## src/rtl/gpio_pkg.sv

```systemverilog
package gpio_pkg;
  localparam int AW = 3;
  typedef enum logic [AW-1:0] {
    A_PORT = 3'd0,
    A_DIR  = 3'd1,
    A_PU   = 3'd2,
    A_CHG  = 3'd3,
    A_ANA  = 3'd4,
    A_CTL  = 3'd5
  } reg_addr_e;
endpackage

```

## src/rtl/gpio_rst_sync.sv

```systemverilog
module gpio_rst_sync (
  input  logic clk,
  input  logic arst_n,
  output logic rst_n
);
  logic [1:0] stage_q;
  always_ff @(posedge clk or negedge arst_n) begin
    if (!arst_n) stage_q <= 2'b00;
    else         stage_q <= {stage_q[0], 1'b1};
  end
  assign rst_n = stage_q[1];
endmodule

```

## src/rtl/gpio_sync2.sv

```systemverilog
module gpio_sync2 #(
  parameter int W = 4
) (
  input  logic         clk,
  input  logic         rst_n,
  input  logic [W-1:0] d,
  output logic [W-1:0] q
);
  logic [W-1:0] s1_q, s2_q;
  always_ff @(posedge clk or negedge rst_n) begin
    if (!rst_n) begin
      s1_q <= '0;
      s2_q <= '0;
    end else begin
      s1_q <= d;
      s2_q <= s1_q;
    end
  end
  assign q = s2_q;
endmodule

```

## src/rtl/gpio_chg_detect.sv

```systemverilog
module gpio_chg_detect #(
  parameter int W = 4
) (
  input  logic         clk,
  input  logic         snap_rst_n,
  input  logic         ctl_rst_n,
  input  logic [W-1:0] pins,
  input  logic [W-1:0] enable,
  input  logic         capture,
  input  logic         sw_wr,
  input  logic         sw_val,
  output logic         mismatch,
  output logic         flag
);
  logic [W-1:0] snap_q, snap_d;
  logic         flag_q, flag_d;

  // comparator only: usable without a clock
  assign mismatch = |((pins ^ snap_q) & enable);

  always_comb begin
    snap_d = snap_q;
    if (capture) snap_d = pins;
  end

  always_comb begin
    flag_d = flag_q;
    if (sw_wr)    flag_d = sw_val;
    if (mismatch) flag_d = 1'b1;
  end

  always_ff @(posedge clk or negedge snap_rst_n) begin
    if (!snap_rst_n) snap_q <= '0;
    else             snap_q <= snap_d;
  end

  always_ff @(posedge clk or negedge ctl_rst_n) begin
    if (!ctl_rst_n) flag_q <= 1'b0;
    else            flag_q <= flag_d;
  end

  assign flag = flag_q;
endmodule

```

## src/rtl/gpio_chg_port.sv

```systemverilog
module gpio_chg_port
  import gpio_pkg::*;
#(
  parameter int DW   = 8,
  parameter int NPIN = 4
) (
  input  logic            clk,
  input  logic            por_n,
  input  logic            warm_n,
  input  logic            bus_rd,
  input  logic            bus_wr,
  input  logic [AW-1:0]   bus_addr,
  input  logic [DW-1:0]   bus_wdata,
  output logic [DW-1:0]   bus_rdata,
  input  logic [NPIN-1:0] pad_in,
  output logic [NPIN-1:0] pad_out,
  output logic [NPIN-1:0] pad_oe,
  output logic [NPIN-1:0] pad_pu,
  output logic [NPIN-1:0] pin_sync,
  output logic            wake_req,
  output logic            irq_flag
);
  localparam int LO      = DW - NPIN;
  localparam int B_GPD   = DW - 1;
  localparam int B_FLAG  = DW - 2;

  logic por_rst_n, ctl_rst_n;
  logic ctl_arst_n;
  assign ctl_arst_n = por_n & warm_n;

  gpio_rst_sync u_por_sync (.clk(clk), .arst_n(por_n),      .rst_n(por_rst_n));
  gpio_rst_sync u_ctl_sync (.clk(clk), .arst_n(ctl_arst_n), .rst_n(ctl_rst_n));

  gpio_sync2 #(.W(NPIN)) u_pin_sync (
    .clk(clk), .rst_n(por_rst_n), .d(pad_in), .q(pin_sync)
  );

  logic [NPIN-1:0] lat_q, lat_d, dir_q, dir_d, pu_q, pu_d;
  logic [NPIN-1:0] chg_q, chg_d, ana_q, ana_d;
  logic            gpd_q, gpd_d;
  logic [NPIN-1:0] wr_field;
  logic            port_acc, ctl_wr;
  logic            unused_low;

  assign wr_field   = bus_wdata[DW-1:LO];
  assign unused_low = ^bus_wdata[B_FLAG-1:0];
  assign port_acc   = (bus_rd | bus_wr) && (bus_addr == A_PORT);
  assign ctl_wr     = bus_wr && (bus_addr == A_CTL);

  always_comb begin
    lat_d = lat_q;
    dir_d = dir_q;
    pu_d  = pu_q;
    chg_d = chg_q;
    ana_d = ana_q;
    gpd_d = gpd_q;
    if (bus_wr) begin
      case (bus_addr)
        A_PORT:  lat_d = wr_field;
        A_DIR:   dir_d = wr_field;
        A_PU:    pu_d  = wr_field;
        A_CHG:   chg_d = wr_field;
        A_ANA:   ana_d = wr_field;
        A_CTL:   gpd_d = bus_wdata[B_GPD];
        default: ;
      endcase
    end
  end

  always_ff @(posedge clk or negedge ctl_rst_n) begin
    if (!ctl_rst_n) begin
      lat_q <= '0;
      dir_q <= '1;
      pu_q  <= '0;
      chg_q <= '0;
      ana_q <= '0;
      gpd_q <= 1'b1;
    end else begin
      lat_q <= lat_d;
      dir_q <= dir_d;
      pu_q  <= pu_d;
      chg_q <= chg_d;
      ana_q <= ana_d;
      gpd_q <= gpd_d;
    end
  end

  gpio_chg_detect #(.W(NPIN)) u_chg (
    .clk       (clk),
    .snap_rst_n(por_rst_n),
    .ctl_rst_n (ctl_rst_n),
    .pins      (pin_sync),
    .enable    (chg_q),
    .capture   (port_acc),
    .sw_wr     (ctl_wr),
    .sw_val    (bus_wdata[B_FLAG]),
    .mismatch  (wake_req),
    .flag      (irq_flag)
  );

  always_comb begin
    bus_rdata = '0;
    case (bus_addr)
      A_PORT:  bus_rdata[DW-1:LO] = pin_sync & ~ana_q;
      A_DIR:   bus_rdata[DW-1:LO] = dir_q;
      A_PU:    bus_rdata[DW-1:LO] = pu_q;
      A_CHG:   bus_rdata[DW-1:LO] = chg_q;
      A_ANA:   bus_rdata[DW-1:LO] = ana_q;
      A_CTL: begin
        bus_rdata[B_GPD]  = gpd_q;
        bus_rdata[B_FLAG] = irq_flag;
      end
      default: ;
    endcase
  end

  assign pad_out = lat_q;
  assign pad_oe  = ~dir_q;
  assign pad_pu  = pu_q & dir_q & {NPIN{~gpd_q}};
endmodule

```

## config.mk

```make
export PLATFORM = sky130hd
export DESIGN_NAME = gpio_chg_port
export DESIGN_NICKNAME = d
export VERILOG_FILES = /design/src/rtl/gpio_pkg.sv /design/src/rtl/gpio_rst_sync.sv /design/src/rtl/gpio_sync2.sv /design/src/rtl/gpio_chg_detect.sv /design/src/rtl/gpio_chg_port.sv
export SDC_FILE = /design/constraint.sdc
export NUM_CORES = 1
export LEC_CHECK = 0
export ABC_AREA = 1
export BUFFER_PORTS_ARGS = -buffer_cell sky130_fd_sc_hd__buf_4
export CELL_PAD_IN_SITES_DETAIL_PLACEMENT = 0
export CELL_PAD_IN_SITES_GLOBAL_PLACEMENT = 2
export CORE_MARGIN = 4
export CORE_UTILIZATION = 33
export DETAILED_ROUTE_END_ITERATION = 10
export GPL_ROUTABILITY_DRIVEN = 1
export GPL_TIMING_DRIVEN = 1
export PLACE_DENSITY_LB_ADDON = 0.1
export SETUP_SLACK_MARGIN = 0.1
export SYNTH_ARGS = -nofsm -noshare
export SYNTH_HDL_FRONTEND = slang
export SYNTH_HIERARCHICAL = 1
export SYNTH_SLANG_ARGS = --single-unit
export TNS_END_PERCENT = 100
```

## constraint.sdc

```tcl
create_clock -name clk -period 1.4 [get_ports clk]
set_input_delay 0.07 -clock clk [delete_from_list [all_inputs] [get_ports clk]]
set_output_delay 0.07 -clock clk [all_outputs]
set_load 0.05 [all_outputs]
```

Yosys cells after proc, flatten, opt, wreduce, memory -nomap -nowiden
Cells that the tools add are included.
{"block": "op_classes", "eq_ne": 5, "reduce_logical": 11, "bitwise": 10, "n_mux": 4}
{"operator": "4-bit AND", "count": 4}
{"operator": "2-bit one-hot mux with 6 select lines", "count": 1}
{"operator": "2-bit AND reduction", "count": 6}
{"operator": "2-bit one-hot mux with 5 select lines", "count": 1}
{"operator": "4-bit NOT", "count": 2}
{"operator": "3-bit by 2-bit equality test with 1-bit output, second input constant", "count": 2}
{"operator": "3-bit equality test, second input constant", "count": 2}
{"operator": "4-bit OR reduction", "count": 1}
{"operator": "4-bit XOR", "count": 1}
{"operator": "3-bit by 1-bit equality test with 1-bit output, second input constant", "count": 1}
{"operator": "3-bit zero test", "count": 1}
{"operator": "1-bit logical AND", "count": 2}
{"operator": "1-bit 2-to-1 mux", "count": 2}
{"operator": "2-bit nonzero test", "count": 1}
{"operator": "1-bit AND", "count": 1}
{"operator": "1-bit NOT", "count": 1}
{"operator": "1-bit bitwise OR", "count": 1}
{"block": "word_totals", "input_bits": 20, "register_bits": 38}

Depth between registers and ports, before layout
Gate-level depths: netlist of run 1.
{"block": "logic_depth", "ltp_word": 4, "depth_mapped": 8}

Hierarchy
Netlist of run 1, hierarchy kept.
{"module": "gpio_chg_port", "cells_per_inst": 157, "area_each_um2": 1267.5, "n_inst": 1}
{"module": "gpio_chg_detect", "cells_per_inst": 37, "area_each_um2": 270.3, "n_inst": 1}
{"module": "gpio_sync2", "cells_per_inst": 8, "area_each_um2": 200.2, "n_inst": 1}
{"module": "gpio_rst_sync", "cells_per_inst": 3, "area_each_um2": 53.8, "n_inst": 2}

Worst setup path before layout of run 1
No wires, ideal clock.
{"block": "synth_timing", "path_kind": "reg-to-output", "startpoint": "register u_pin_sync.s2_q[0] (netlist: u_pin_sync/q[0])", "endpoint": "output port bus_rdata[4]", "required_time_ns": 1.330, "slack_ns": 0.031, "stages_incl_launch_ff": 7, "n_path_buf": 0, "arrival_time_ns": 1.299, "path_cell_list": "dfrtp_1 -> inv_1 -> nor2_1 -> nand3_1 -> nand2_1 -> nor2_1 -> nand2_1"}
{"block": "synth_between", "elab_chain_cells": 2}
{"element": "from (decl)", "line": "gpio_sync2.sv:9", "text": "logic [W-1:0] s1_q, s2_q;"}
{"element": "from (signal assigned)", "line": "gpio_sync2.sv:16", "text": "s2_q <= s1_q;"}
{"element": "4-bit AND", "line": "gpio_chg_port.sv:104", "text": "A_PORT: bus_rdata[DW-1:LO] = pin_sync & ~ana_q;"}
{"element": "2-bit one-hot mux with 5 select lines", "line": "gpio_chg_port.sv:103", "text": "case (bus_addr)"}
{"element": "to (decl)", "line": "gpio_chg_port.sv:14", "text": "output logic [DW-1:0] bus_rdata,"}
Every way passes these cells.

Worst setup path in the final report of run 1
{"block": "layout_timing", "startpoint": "register dir_q[0]", "endpoint": "output port bus_rdata[4]"}
{"block": "layout_between", "elab_chain_cells": 1}
{"element": "from (decl)", "line": "gpio_chg_port.sv:38", "text": "logic [NPIN-1:0] lat_q, lat_d, dir_q, dir_d, pu_q, pu_d;"}
{"element": "from (signal assigned)", "line": "gpio_chg_port.sv:80", "text": "dir_q <= dir_d;"}
{"element": "2-bit one-hot mux with 5 select lines", "line": "gpio_chg_port.sv:103"}
Every way passes these cells.

==> impl_metrics.ini, run 1 <==
[floorplanning]
boundaryPins = 46
rows = 26
core_um2 = 5270
dieArea_um2 = 6850
die_y_um = 82.8
die_width_um = 82.8
initial_utilization_pct = 35.0

[critical_path]
crit_buf_inv = 2
crit_arrival_ps = 1260
cp_num_cells = 5
critPathLaunchType = flop
cp.required_ps = 1330
path_delay_family = flip-flops
cp_max_fo = 3
crit_chain = inv_2, nor2_1, nor2_1, nand2_1, buf_6
rrSetupSlack_ps = 470
r2r-start = u_pin_sync/q[1]$_DFF_PN0_
crit_path_top_delay_cell = dfstp_2
cp_common_cell = nor2_1
criticalPathCategory = flop to primary output
critPathMaxStageDelay_ps = 560
r2r-end = u_chg/snap_q[1]$_DFFE_PN0P_
critPathCaptureType = primary output
r2r_cells = 2

[global_routing]
grt_pass1_vias = 1487
gr-usage-all-layers_pct = 14.3
grt_pass1_wl_um = 7130
antenna_found_initial = 0
grtUsageMet2_pct = 22.8
use_met3_pct = 3.56
grt_overflow = 0
gr-usage-met1_pct = 19.2
busiest_layer = met2
grt_max_degree = 23

[placed_design]
place_congestion = 0.710
hpwl_um = 3260
dp_slack_ps = 216
placed_area_um2 = 2190
placed_cells = 314
portBuffers = 37

[yosys]
post_synth_fa_ha_maj_area_fraction_pct = 0
yosysTopAreaCell = dfrtp_1
synth_top_family_by_area = simple AND/OR/NAND/NOR gates
synthXorXnorAreaFrac_pct = 0
yosys.area.top_type_share_pct = 44.7
yosys_warnings = 6
yosys-top-cells-area = dfrtp_1 (45%), nand2_1 (11%), dfstp_2 (7.1%), nor2_1 (5.1%), inv_1 (4.5%)
synth-simple-area-share_pct = 28.3
synth_compound_gate_area_share_pct = 7.86
netlist_area_um2 = 1850
ys_ff_latch = 38
yosysSeqAreaShare_pct = 51.9
synthDistinctLibCells = 28
syn_avg_cell_area_um2 = 8.87
syn_inst = 208
synth_mux_area_share_pct = 1.22

[clock_network]
numCtsBuffers = 5
cts_tree = built
htreeDepth = 2
ctsRootBufferMaster = clkbuf_8
cts.sinks = 38
worstSkewPairLatency_ps = 290
clkTransAtPathRegs_ps = 80
clock_path_buffers = 2

[route]
drt-vias-per-instance = 4.39
ant_nets = 0
drc = 0
drtIter0Drc = 41
wl_per_cell_um = 12.7
drt-total-wl_um = 4230
vias = 1466
dr.pass1.iters = 4

[timing]
clock_skew_ps = 11.0
setup_viol = 0
hold_violations = 0
worst_slack_ps = 67.6
maxSlewViolCount = 0
rsz0062_at_grt = true
post-route-min-period_ps = 1330
clock.fmax_ghz = 0.751
finalCritPeriodShare_pct = 95.2

[status]
status = finished clean

[power_and_ir_drop]
vdd_drop_max_uv = 621
leakage_nw = 1.23
p_total_mw = 3.51
power_density_nw_per_um2 = 1400

[finish]
multi_input_area_um2 = 751
utilization_pct = 47.6
diodes = 0
final-seq-area_um2 = 962
final_common_cell = nand2_1
final_cells = 334
layout_common_cells = nand2_1 (47), buf_4 (35), dfrtp_1 (29), inv_1 (17), nor2_1 (17)
drive_gt1_share_pct = 37.9
nNetsFinal = 283
n_fill_cell = 538
stdcell_area_um2 = 2510
area_growth_pct = 36.1

[worst_hold_path]
hp-class = input port to asynchronous set/reset pin

[job]
maxCapViolCount = 0
==> power by group <==
group	internal, mW	switching (mW)
Sequential	1.28	0.129
Clock	0.714	0.403
Combinational	0.353	0.628
Total	2.35	1.16
==> cell families after synthesis <==
kind of cell / after synthesis
AND/OR/NAND/NOR: 105
flip-flops: 38
buffers and inverters: 34
AO/OA/AOI/OAI: 26
other: 3
multiplexers: 2
==> sequential cells by signal (all words and copies together) (netlist names) <==
signal	flops
ana_q	4
chg_q	4
dir_q	4
pad_out	4
pu_q	4
u_chg/snap_q	4
u_pin_sync/q	4
u_pin_sync/s1_q	4
u_ctl_sync/stage_q	2
u_por_sync/stage_q	2
gpd_q	1
u_chg/flag	1
==> cell usage after synthesis, drive strengths merged <==
cell type	number
nand4	7
nand3	13
dfstp	5
o21a	3
nor2	29
inv	26
a21oi	2
mux2	2
conb	3
nand2	54
buf	8
nor3	1
dfrtp	33
and3	1
o21ai	21
==> metrics by stage <==
| stage | hold slack (ps) | TNS (ps) |
|---|---|---|
| after global routing | 104 | -43.3 |
| after global placement | -142 | 0 |
| after floorplan | -226 | 0 |
| after detailed placement | -141 | 0 |
| final | 91.9 | 0 |
| after CTS | 75.9 | 0 |
==> worst max path at each step <==
| stage | startpoint | to |
|---|---|---|
| finish | dir_q[0]$_DFFE_PN1P_ | bus_rdata[4] |
| global route | u_pin_sync/q[0]$_DFF_PN0_ | bus_rdata[4] |
| CTS | u_pin_sync/q[1]$_DFF_PN0_ | bus_rdata[5] |
| detailed placement | bus_addr[1] | u_chg/snap_q[3]$_DFFE_PN0P_ |
| global placement | bus_addr[1] | u_chg/snap_q[1]$_DFFE_PN0P_ |
| floorplan | dir_q[0]$_DFFE_PN1P_ | bus_rdata[4] |
==> layer usage <==
metal / routed length, um / vias up
li1: - / 765
met2: 1910 / 34
met4: 25 / 0
met3: 215 / 2
met1: 2080 / 665
met5: 0 / -
==> timing repair <==
action,in CTS,in global routing
pin swaps,5,8
setup endpoints to repair,5,9
hold endpoints to repair,10,0
gates resized for setup,13,16
setup buffers,4,0
hold buffers,8,0
gates cloned,0,0
==> final cells by class <==
type                       count  share of cell area, %
clock inverter                 3                   2.74
sequential                    38                   38.3
tap                           70                   3.49
clock buffer                   5                   2.74
inverter                      26                   4.38
timing repair buffer          53                   18.4
multi-input combinational    139                   29.9
No activity file was read; power rests on OpenSTA's default activity.
==> run 2, diff against run 1 <==
ABC_CLOCK_PERIOD_IN_PS = 1400   (was default)
PLACE_DENSITY = 0.87   (was default)
PLACE_DENSITY_LB_ADDON = default   (was 0.1)
==> impl_metrics.ini, run 2 (same netlist as run 1, synthesis figures left out) <==
[power_and_ir_drop]
power_frac_seq_pct = 44.1
leakage_nw = 1.22
power_frac_clock_pct = 24.6
p_comb_share_pct = 31.3
p_total_mw = 3.18
netSwitchingFraction_pct = 35.9
power_density_nw_per_um2 = 1280
p_int_mw = 2.04
vdd_drop_max_uv = 576
switchingPower_mw = 1.14

[finish]
area_growth_pct = 34.5
utilization_pct = 47.1
stdcell_area_um2 = 2480
multi_input_area_um2 = 753
layout_common_cells = nand2_1 (48), buf_4 (36), dfrtp_1 (29), inv_1 (18), nor2_1 (15)
final_cells = 335
drive_gt1_share_pct = 37.7
final-seq-area_um2 = 962
n_fill_cell = 543
diodes = 0
nNetsFinal = 284
final_common_cell = nand2_1

[clock_network]
clock_path_buffers = 2
numCtsBuffers = 5
worstSkewPairLatency_ps = 290
cts_tree = built
clkTransAtPathRegs_ps = 70
cts.sinks = 38
ctsRootBufferMaster = clkbuf_8
htreeDepth = 2

[worst_hold_path]
hp-class = input port to asynchronous set/reset pin

[floorplanning]
core_um2 = 5270
rows = 26
die_width_um = 82.8
boundaryPins = 46
dieArea_um2 = 6850
die_y_um = 82.8
initial_utilization_pct = 35.0

[critical_path]
critPathCaptureType = primary output
criticalPathCategory = flop to primary output
crit_path_top_delay_cell = dfrtp_2
cp.required_ps = 1330
path_delay_family = flip-flops
critPathMaxStageDelay_ps = 440
cp_common_cell = nand2_1
critPathLaunchType = flop
crit_chain = inv_2, nor2_2, nand3_1, nand2_1, nor2_1, nand2_1, buf_6
crit_arrival_ps = 1250
crit_buf_inv = 2
cp_max_fo = 5

[timing]
rsz0062_at_grt = true
clock_skew_ps = 5.01
hold_violations = 0
maxSlewViolCount = 0
clock.fmax_ghz = 0.755
worst_slack_ps = 75.5
setup_viol = 0
post-route-min-period_ps = 1320
worst_hold_slack_ps = 92.0
timing.setup.tns_ps = 0
finalCritPeriodShare_pct = 94.6

[global_routing]
gr-usage-all-layers_pct = 14.0
grt_max_degree = 23
grt_pass1_wl_um = 7110
antenna_found_initial = 0
grt_overflow = 0
grt_pass1_vias = 1483

[placed_design]
hpwl_um = 3110
dp_slack_ps = 222
portBuffers = 37
placed_area_um2 = 2190
placed_cells = 314
place_congestion = 0.712

[route]
drt-total-wl_um = 4100
vias = 1494
wl_per_cell_um = 12.2
drtIter0Drc = 54
ant_nets = 0
drc = 0
dr.pass1.iters = 4
drt-vias-per-instance = 4.46

[status]
status = finished clean

[job]
maxCapViolCount = 0
==> run 2: layer usage <==
metal  share of wire [%]  track usage (%)  wire length [um]  up-vias
met5                   0                0                 0        -
met4                 1.1             3.92                44        0
li1                    -                -                 -      762
met2                  46             21.3              1870       33
met1                  48             19.3              1960      694
met3                 5.7             4.10               233        5
==> run 2: layout make-up <==
cell class / instances / share of cell area [%]
Clock inverter: 2 / 0.504
Inverter: 26 / 4.44
Tap cell: 70 / 3.53
Clock buffer: 6 / 3.33
Sequential cell: 38 / 38.8
Multi-Input combinational cell: 139 / 30.3
Timing Repair Buffer: 54 / 19.1
==> run 2: power groups by stage <==
stage,logic (mW),registers [mW],clock network (mW)
after floorplan,0.548,1.50,0
after global placement,0.869,1.43,0
after detailed placement,0.879,1.43,0
after CTS,0.959,1.40,0.813
after global routing,1.09,1.43,0.864
final,0.993,1.40,0.782
==> run 2: final timing paths <==
check	endpoint	startpoint	slack, ps	depth (start not counted)
worst max-delay path	bus_rdata[4]	u_pin_sync/q[0]$_DFF_PN0_	80	7
worst min-delay path	u_por_sync/stage_q[1]$_DFF_PN0_	por_n	90	2
worst max register to register	u_chg/flag$_DFFE_PN0P_	u_pin_sync/q[1]$_DFF_PN0_	400	5
worst min register to register	u_pin_sync/s1_q[1]$_DFF_PN0_	u_por_sync/stage_q[1]$_DFF_PN0_	190	0
max in group asynchronous	u_pin_sync/q[0]$_DFF_PN0_	u_por_sync/stage_q[1]$_DFF_PN0_	870	0
min in group clk	u_chg/flag$_DFFE_PN0P_	bus_wdata[6]	110	5
==> run 2: timing repair <==
action | in CTS | in global routing
endpoints found under the setup margin | 5 | 9
buffers inserted | 3 | 2
pin swaps | 5 | 9
endpoints found under the hold margin | 10 | 0
gates resized for setup | 10 | 20
gates cloned | 0 | 0
hold buffers | 8 | 0
==> run 2: worst register-to-register path, delay by kind of cell, from the launching register on <==
family / cells / cell delay (ps)
DFF: 1 / 430
and+or+nand+nor: 4 / 350
buffers and inverters: 1 / 110
